[src/rtl/irq_sense_pkg.sv]
package irq_sense_pkg;
  localparam int PRIO_W = 4;

  typedef enum logic [1:0] {
    SENSE_LOW  = 2'b00,
    SENSE_FALL = 2'b01,
    SENSE_RISE = 2'b10,
    SENSE_BOTH = 2'b11
  } sense_e;

  // Does the transition prev->cur count as an event under mode m?
  function automatic logic edge_event(sense_e m, logic prev, logic cur);
    case (m)
      SENSE_FALL: return prev & ~cur;
      SENSE_RISE: return ~prev & cur;
      SENSE_BOTH: return prev ^ cur;
      default:    return 1'b0;
    endcase
  endfunction

  // Candidate takes over when enabled and not weaker (ascending scan => higher index wins ties)
  function automatic logic takes_over(logic [PRIO_W-1:0] cand, logic [PRIO_W-1:0] best);
    return (cand != '0) && (cand >= best);
  endfunction
endpackage

[src/rtl/irq_pin_sync.sv]
module irq_pin_sync #(
  parameter int NPINS  = 8,
  parameter int STAGES = 2
) (
  input  logic             clk,
  input  logic             rst_n,
  input  logic [NPINS-1:0] pin_a,
  output logic [NPINS-1:0] pin_s
);
  logic [NPINS-1:0] stage_q [STAGES];

  always_ff @(posedge clk or negedge rst_n) begin
    if (!rst_n) begin
      for (int s = 0; s < STAGES; s++) stage_q[s] <= '1;
    end else begin
      stage_q[0] <= pin_a;
      for (int s = 1; s < STAGES; s++) stage_q[s] <= stage_q[s-1];
    end
  end

  assign pin_s = stage_q[STAGES-1];
endmodule

[src/rtl/irq_detect.sv]
module irq_detect import irq_sense_pkg::*; #(
  parameter int NPINS = 8,
  localparam int IW = $clog2(NPINS)
) (
  input  logic               clk,
  input  logic               rst_n,
  input  logic [NPINS-1:0]   pin_s,
  input  logic [2*NPINS-1:0] sense_flat,
  input  logic [NPINS-1:0]   mode_chg,
  input  logic               ack,
  input  logic [IW-1:0]      ack_idx,
  output logic [NPINS-1:0]   hit,
  output logic [NPINS-1:0]   pend,
  output logic [NPINS-1:0]   lvl_mask,
  output logic [NPINS-1:0]   req_vec
);
  logic [NPINS-1:0] prev_q;

  always_ff @(posedge clk or negedge rst_n) begin
    if (!rst_n) prev_q <= '1;
    else        prev_q <= pin_s;
  end

  for (genvar i = 0; i < NPINS; i++) begin : g_pin
    sense_e mode;
    logic   acc_me;
    assign mode        = sense_e'(sense_flat[2*i +: 2]);
    assign lvl_mask[i] = (mode == SENSE_LOW);
    assign hit[i]      = edge_event(mode, prev_q[i], pin_s[i]);
    assign acc_me      = ack && (ack_idx == IW'(i));

    always_ff @(posedge clk or negedge rst_n) begin
      if (!rst_n)                        pend[i] <= 1'b0;
      else if (mode_chg[i] || lvl_mask[i]) pend[i] <= 1'b0;
      else if (hit[i])                   pend[i] <= 1'b1;
      else if (acc_me)                   pend[i] <= 1'b0;
    end

    assign req_vec[i] = lvl_mask[i] ? ~pin_s[i] : pend[i];
  end
endmodule

[src/rtl/irq_arbiter.sv]
module irq_arbiter import irq_sense_pkg::*; #(
  parameter int NPINS = 8,
  localparam int IW = $clog2(NPINS)
) (
  input  logic                    clk,
  input  logic                    rst_n,
  input  logic [NPINS-1:0]        req_vec,
  input  logic [NPINS*PRIO_W-1:0] prio_flat,
  output logic                    req_valid,
  output logic [IW-1:0]           req_idx,
  output logic [PRIO_W-1:0]       req_level
);
  logic              any_c;
  logic [IW-1:0]     idx_c;
  logic [PRIO_W-1:0] lvl_c;

  always_comb begin
    any_c = 1'b0;
    idx_c = '0;
    lvl_c = '0;
    for (int i = 0; i < NPINS; i++) begin
      if (req_vec[i] && takes_over(prio_flat[i*PRIO_W +: PRIO_W], lvl_c)) begin
        any_c = 1'b1;
        idx_c = IW'(i);
        lvl_c = prio_flat[i*PRIO_W +: PRIO_W];
      end
    end
  end

  always_ff @(posedge clk or negedge rst_n) begin
    if (!rst_n) begin
      req_valid <= 1'b0;
      req_idx   <= '0;
      req_level <= '0;
    end else begin
      req_valid <= any_c;
      req_idx   <= idx_c;
      req_level <= lvl_c;
    end
  end
endmodule

[src/rtl/irq_sense_prio.sv]
module irq_sense_prio import irq_sense_pkg::*; #(
  parameter int NPINS = 8,
  localparam int IW        = $clog2(NPINS),
  localparam int DW        = 2*NPINS,
  localparam int NPRW      = NPINS*PRIO_W/DW,
  localparam int STAT_ADDR = NPRW + 1,
  localparam int AW        = $clog2(STAT_ADDR + 1)
) (
  input  logic              clk,
  input  logic              rst_n,
  input  logic [NPINS-1:0]  irq_pin,
  input  logic              wr_en,
  input  logic [AW-1:0]     wr_addr,
  input  logic [DW-1:0]     wr_data,
  input  logic [AW-1:0]     rd_addr,
  output logic [DW-1:0]     rd_data,
  input  logic              ack,
  input  logic [IW-1:0]     ack_idx,
  output logic              req_valid,
  output logic [IW-1:0]     req_idx,
  output logic [PRIO_W-1:0] req_level
);
  logic [DW-1:0]           sense_q;
  logic [NPINS*PRIO_W-1:0] prio_q;
  logic [NPINS-1:0]        pin_s, mode_chg, hit, pend, lvl_mask, req_vec;
  logic                    wr_sense;

  assign wr_sense = wr_en && (wr_addr == AW'(0));

  for (genvar i = 0; i < NPINS; i++) begin : g_chg
    assign mode_chg[i] = wr_sense && (wr_data[2*i +: 2] != sense_q[2*i +: 2]);
  end

  always_ff @(posedge clk or negedge rst_n) begin
    if (!rst_n)        sense_q <= '0;
    else if (wr_sense) sense_q <= wr_data;
  end

  for (genvar w = 0; w < NPRW; w++) begin : g_prio
    always_ff @(posedge clk or negedge rst_n) begin
      if (!rst_n)                                 prio_q[w*DW +: DW] <= '0;
      else if (wr_en && (wr_addr == AW'(w + 1))) prio_q[w*DW +: DW] <= wr_data;
    end
  end

  always_comb begin
    rd_data = '0;
    if (rd_addr == AW'(0)) rd_data = sense_q;
    else if (rd_addr == AW'(STAT_ADDR)) rd_data[NPINS-1:0] = req_vec;
    else begin
      for (int w = 0; w < NPRW; w++)
        if (rd_addr == AW'(w + 1)) rd_data = prio_q[w*DW +: DW];
    end
  end

  irq_pin_sync #(.NPINS(NPINS), .STAGES(2)) u_sync (
    .clk(clk), .rst_n(rst_n), .pin_a(irq_pin), .pin_s(pin_s)
  );

  irq_detect #(.NPINS(NPINS)) u_det (
    .clk(clk), .rst_n(rst_n), .pin_s(pin_s), .sense_flat(sense_q),
    .mode_chg(mode_chg), .ack(ack), .ack_idx(ack_idx),
    .hit(hit), .pend(pend), .lvl_mask(lvl_mask), .req_vec(req_vec)
  );

  irq_arbiter #(.NPINS(NPINS)) u_arb (
    .clk(clk), .rst_n(rst_n), .req_vec(req_vec), .prio_flat(prio_q),
    .req_valid(req_valid), .req_idx(req_idx), .req_level(req_level)
  );
endmodule

[config.mk]
export PLATFORM = sky130hd
export DESIGN_NAME = irq_sense_prio
export DESIGN_NICKNAME = d
export VERILOG_FILES = /design/src/rtl/irq_sense_pkg.sv /design/src/rtl/irq_pin_sync.sv /design/src/rtl/irq_detect.sv /design/src/rtl/irq_arbiter.sv /design/src/rtl/irq_sense_prio.sv
export SDC_FILE = /design/constraint.sdc
export NUM_CORES = 1
export LEC_CHECK = 0
export BUFFER_PORTS_ARGS = -buffer_cell sky130_fd_sc_hd__buf_2
export CAP_MARGIN = 20
export CORE_ASPECT_RATIO = 1.5
export CORE_UTILIZATION = 64
export CTS_CLUSTER_DIAMETER = 60
export CTS_CLUSTER_SIZE = 8
export DETAILED_ROUTE_END_ITERATION = 10
export PLACE_DENSITY_LB_ADDON = 0.15
export RECOVER_POWER = 25
export SLEW_MARGIN = 20
export SYNTH_ARGS = -nofsm -noshare
export SYNTH_HDL_FRONTEND = slang
export SYNTH_SLANG_ARGS = --single-unit
[constraint.sdc]
create_clock -name clk -period 21.6 [get_ports clk]
set_input_delay 4.32 -clock clk [delete_from_list [all_inputs] [get_ports clk]]
set_output_delay 4.32 -clock clk [all_outputs]
set_load 0.01 [all_outputs]
[Word level (Yosys, flattened, before mapping)]
Cells that the tools add are included.
Cells by class
  reductions and logical operators: 70
  muxes and demuxes: 68
  equal/unequal tests: 44
  order comparisons: 8
  bitwise logic cells: 40
Operator list (number)
  $mux W16: 3
  $mux W1: 41
  $eq A2 B2 Y1 const B: 19
  $logic_and A1 B1 Y1: 35
  $mux W4: 8
  $reduce_bool A4 Y1: 8
  $ge A4 B4 Y1: 7
  $pmux W1 S3: 8
  $reduce_bool A3 Y1: 8
  $eq A2 B1 Y1 const B: 10
  $logic_not A2 Y1: 10
  $and A1 B1 Y1: 16
  $mux W8: 2
  $ne A2 B2 Y1: 8
  $not A1 Y1: 16
  $eq A3 B3 Y1 const B: 4
  $mux W3: 4
  $logic_or A1 B1 Y1: 8
  $xor A1 B1 Y1: 8
  $eq A3 B2 Y1 const B: 2
  $ge A4 B1 Y1 const B: 1
  $mux W2: 2
  $eq A3 B1 Y1 const B: 1
  $logic_not A3 Y1: 1
Word-level totals
  register bits: 88
  input port bits: 35
  output and inout bits: 24

[Logic depth before layout (Yosys ltp)]
  depth in word-level cells: 32
  depth in mapped cells: 59
  depth with buffers taken out: 56

[Cells and area by module]
Synthesis repeated with hierarchy kept, for this count alone.
Unflattened totals
  cells, all modules: 495
  area, all modules: 5589.1 um^2
By module, submodules not included
  irq_sense_prio: seq. area each 1201.2 um^2, area an instance 2373.5 um^2, times used 1, cells each 158
  irq_arbiter: seq. area each 200.2 um^2, area an instance 1531.5 um^2, times used 1, cells each 184
  irq_detect: seq. area each 410.4 um^2, area an instance 1203.7 um^2, times used 1, cells each 129
  irq_pin_sync: seq. area each 420.4 um^2, area an instance 480.5 um^2, times used 1, cells each 24

[Worst setup path after synthesis]
No wires, ideal clock.
  path kind: reg2reg
  start point: reg sense_q[0]
  end point: reg u_arb.req_idx[1]
  data arrival time: 10.929 ns
  clock period less this slack: 11.072 ns
  data required time: 21.457 ns
  cell stages (with the launch flop): 60
  buffers on the path: 3
  slack: 10.528 ns
  cell sequence: dfrtp_1 buf_6 or3_1 nand2_1 and2_2 ha_1 nand2b_1 a2111o_1 nand3_1 mux2i_1 inv_1 ha_1 nand2b_1 a21o_2 and2b_2 o21ai_0 and3_4 nor2_1 [24 not listed] ha_1 nand2b_1 a21o_1 a21o_1 a21oi_1 nor3_2 inv_1 a31oi_1 ha_1 nand2b_1 a21o_1 a21o_1 a21oi_1 nor2b_1 clkbuf_1 o41a_1 nor2_1 o31ai_1
Between the ends
  longest elaborated chain between the ends: 32
RTL lines
  from (decl): line irq_sense_prio.sv:23  | logic [DW-1:0] sense_q;
  from (signal assigned): line irq_sense_prio.sv:36  | else if (wr_sense) sense_q <= wr_data;
  $logic_not A2 Y1 (*): line irq_detect.sv:28  | assign lvl_mask[i] = (mode == SENSE_LOW);
  $mux W1 (*): line irq_detect.sv:39  | assign req_vec[i] = lvl_mask[i] ? ~pin_s[i] : pend[i];
  $logic_and A1 B1 Y1 (*): line irq_arbiter.sv:22  | if (req_vec[i] && takes_over(prio_flat[i*PRIO_W +: PRIO_W], lvl_c)) begin
  $mux W4 (*): line irq_arbiter.sv:22
  $ge A4 B4 Y1: line irq_sense_pkg.sv:23  | return (cand != '0) && (cand >= best);
  $logic_and A1 B1 Y1: line irq_sense_pkg.sv:23
  $logic_and A1 B1 Y1: line irq_arbiter.sv:22
  $mux W4 (*): line irq_arbiter.sv:22
  [17 not listed]
  $logic_and A1 B1 Y1: line irq_sense_pkg.sv:23
  $logic_and A1 B1 Y1: line irq_arbiter.sv:22
  $mux W4: line irq_arbiter.sv:22
  $ge A4 B4 Y1: line irq_sense_pkg.sv:23
  $logic_and A1 B1 Y1: line irq_sense_pkg.sv:23
  $logic_and A1 B1 Y1: line irq_arbiter.sv:22
  $mux W3 (*): line irq_arbiter.sv:22
  via u_arb.idx_c[1]: line irq_arbiter.sv:14  | logic [IW-1:0] idx_c;
  to (signal assigned): line irq_arbiter.sv:37  | req_idx <= idx_c;
  to (decl): line irq_arbiter.sv:10  | output logic [IW-1:0] req_idx,
Mark *: on every way through the listed nets, which the timed path passes. The rest lies on a longest branch.
A chain may end at the register's enable or synchronous reset.

[Final worst setup path]
  start point: reg sense_q[1]
  end point: reg u_arb.req_level[2]
Between the ends
  longest elaborated chain between the ends: 32
RTL lines
  $logic_not A2 Y1 (*): line irq_detect.sv:28
  $mux W1 (*): line irq_detect.sv:39
  $logic_and A1 B1 Y1 (*): line irq_arbiter.sv:22
  $mux W4 (*): line irq_arbiter.sv:22
  $ge A4 B4 Y1: line irq_sense_pkg.sv:23
  $logic_and A1 B1 Y1: line irq_sense_pkg.sv:23
  $logic_and A1 B1 Y1: line irq_arbiter.sv:22
  $mux W4 (*): line irq_arbiter.sv:22
  [17 not listed]
  $logic_and A1 B1 Y1: line irq_sense_pkg.sv:23
  $logic_and A1 B1 Y1: line irq_arbiter.sv:22
  $mux W4 (*): line irq_arbiter.sv:22
  $ge A4 B4 Y1: line irq_sense_pkg.sv:23
  $logic_and A1 B1 Y1: line irq_sense_pkg.sv:23
  $logic_and A1 B1 Y1: line irq_arbiter.sv:22
  $mux W4 (*): line irq_arbiter.sv:22
  via u_arb.lvl_c[2]: line irq_arbiter.sv:15  | logic [PRIO_W-1:0] lvl_c;
  to (signal assigned): line irq_arbiter.sv:38  | req_level <= lvl_c;
  to (decl): line irq_arbiter.sv:11  | output logic [PRIO_W-1:0] req_level
Marked as above.

==> metrics.cfg <==
[run_status]
status=complete, but fails checks
violations=capacitance limit, slew limit

[worst_setup_path]
cp_slowest_cell=a311oi_1
cp_slowest_stage_delay_ps=570
critPathRequiredTime_ps=21830
path_max_fanout=9
path_class=register to register
start_kind=register
crit_arrival_ps=12510
worstSetupEndpointType=register

[routing]
drc=0
vias=4470
routed_wl_um=13700
antenna_left=0
drt-pass1-iter-count=5
via_per_inst=6.14
drt_iter0_markers=274
wl_per_cell_um=18.9

[cells_and_area]
diodes=0
finalNetCount=691
area_delta_synth_final_pct=12.7
fin_util=0.740
drive_above_1_share=0.237
mostFrequentLayoutCells=86 x nand2_1, 64 x dfrtp_1, 57 x buf_2
layout_commonest_cell=nand2_1

[clocking]
ctsHoldBuffers=0
numCtsBuffers=9
cts_buffer_depth=2
postCtsSetupBuffers=0
cts-root-buf=clkbuf_16
path_clk_slew_ps=60
cts_sinks=88
insertion_delay_ps=350
cts-resized-gates=0
h-tree-depth=3
tritoncts=yes

[floorplan]
core_mm2=0.00841
die_h_um=116
die_w_um=77.9
start_util=0.657
io-pin-count=59
dieArea_mm2=0.00902
rows=41

[power_and_ir_drop]
p_int_uw=493
seqPwrFrac=0.292
p_leak_nw=2.95
power_uw=805
p_per_area_mw_per_mm2=129
p_switching_uw=312
pwr-share-comb=0.471
ir_drop_mv=0.0794
switching_share=0.387
clockPowerShare=0.238

[grt]
grt_max_degree=89
antenna_found_initial=0
grt_pass1_vias=4483
grt_pass1_wl_um=22200
grt_remaining_overflow=0
grt_usage=0.330

[sta]
fin_hold_ws_ps=360
finalMaxSlewViolations=89
tns_ps=0
max-slew-margin-rel=-2.06
final_hold_viol_count=0
rsz0062_at_grt=no
fmax_mhz=81.4
fin_skew_ps=8.01
worst_pin_slew_ps=4590
fin_crit_ps=12280
setup_slack_ps=9320
timing.final.crit_share=0.569
setup_violations=0

[place]
dp_hpwl_um=10200
numPortBuffers=58
dp_worst_setup_slack_ps=9440
place.gp.congestion=0.947

[synth]
ys_warn_count=0
yosysUniqueCellTypes=63
synth_ff_type=dfrtp_1
syn_inst=568
ys_ff_latch=88
synth_enable_flop_cells=0
synthArstFlopShare=1.00
synth_area_mm2=0.00553
synth_area_per_cell_um2=9.73
synth_fp_nets=643
ys_seq_area_frac=0.404

[worst_hold_path]
holdCritPathClass=register to register

[flow_run]
cap_violations=1

-- kinds of logic after synthesis --
family,after synthesis,share of synthesized area
AND/OR/NAND/NOR,185,0.167
AO/OA/AOI/OAI,125,0.148
flip-flops,88,0.404
buffers and inverters,63,0.0457
multiplexers,59,0.133
adder cells (fa/ha/maj),40,0.0906
XOR/XNOR,8,0.0127
-- registers in the layout, indices dropped and copies added, names as in the netlist --
signal           cells
prio_q              32
sense_q             16
u_arb.req_idx        3
u_arb.req_level      4
u_arb.req_valid      1
u_det.pend           8
u_det.prev_q         8
u_sync.pin_s         8
u_sync.stage_q       8
-- cell type report --
cell class,count,area (µm²)
Clock buffer,9,225
Clock inverter,7,141
Fill cell,609,2180
Inverter,41,154
Multi-Input combinational cell,417,3050
Sequential cell,88,2230
Tap cell,107,134
Timing Repair Buffer,59,297
-- power by group through the flow --
stage	Clock [mW]	Sequential [mW]	Combinational, mW
3_5_place_dp	0	0.236	0.372
4_1_cts	0.192	0.234	0.376
6_report	0.191	0.235	0.379
3_3_place_gp	0	0.234	0.366
2_1_floorplan	0	0.223	0.284
5_1_grt	0.199	0.238	0.427
-- through the flow --
step / std cells / cell area [µm²]
3_3_place_gp: 712 / 5870
6_report: 728 / 6230
4_1_cts: 728 / 6230
5_1_grt: 728 / 6230
2_1_floorplan: 568 / 5530
3_5_place_dp: 712 / 5870
-- path summary, 6_finish.rpt --
kind                              startpoint                 end  slack, ps  cells after the start
min in group asynchronous              rst_n    u_arb.req_idx[2]       5590                      1
setup reg to reg                  sense_q[1]  u_arb.req_level[2]       9320                     55
max in group asynchronous              rst_n          sense_q[8]      13420                      1
hold reg to reg            u_sync.stage_q[8]     u_sync.pin_s[0]        360                      0
setup / recovery                  sense_q[1]  u_arb.req_level[2]       9320                     55
hold / removal             u_sync.stage_q[8]     u_sync.pin_s[0]        360                      0
-- cells in the mapped netlist (all sizes together), types with 3 or more instances --
| library cell | n | area [µm²] |
|---|---|---|
| nor4 | 6 | 37.5 |
| nand4 | 3 | 18.8 |
| a31oi | 4 | 25.0 |
| or3 | 4 | 35.0 |
| nor2 | 22 | 82.6 |
| nand3b | 4 | 30.0 |
| inv | 41 | 154 |
| a21o | 13 | 98.9 |
| and3 | 4 | 33.8 |
| o22ai | 3 | 18.8 |
| nand2b | 16 | 100 |
| o21a | 4 | 30.0 |
| xnor2 | 8 | 70.1 |
| and2 | 8 | 53.8 |
| o21ai | 28 | 140 |
| dfstp | 24 | 631 |
| mux2 | 32 | 360 |
| nand2 | 86 | 323 |
| a21oi | 41 | 205 |
| nand3 | 6 | 30.0 |
| dfrtp | 64 | 1600 |
| o31ai | 4 | 30.0 |
| nor3 | 12 | 65.1 |
| clkbuf | 18 | 67.6 |
| buf | 4 | 31.3 |
| nor2b | 3 | 18.8 |
| mux2i | 19 | 190 |
| a221oi | 7 | 61.3 |
| mux4 | 8 | 184 |
| ha | 40 | 500 |
-- layer usage --
metal	GRT usage	vias up	wire length, µm
li1	-	2111	-
met2	0.594	148	7090
met1	0.390	2179	5590
met4	0.151	0	438
met3	0.0441	32	620
met5	0	-	0
-- worst max-delay path: cells and delay by family (launching register included) --
kind	cells	cell delay, ps
AOI/OAI and AO/OA	23	5290
DFF	1	450
and+or+nand+nor	22	4100
adders and majority gates	7	1830
buffers and inverters	2	260
muxes	1	270
Power figures use the tool's default switching activity.
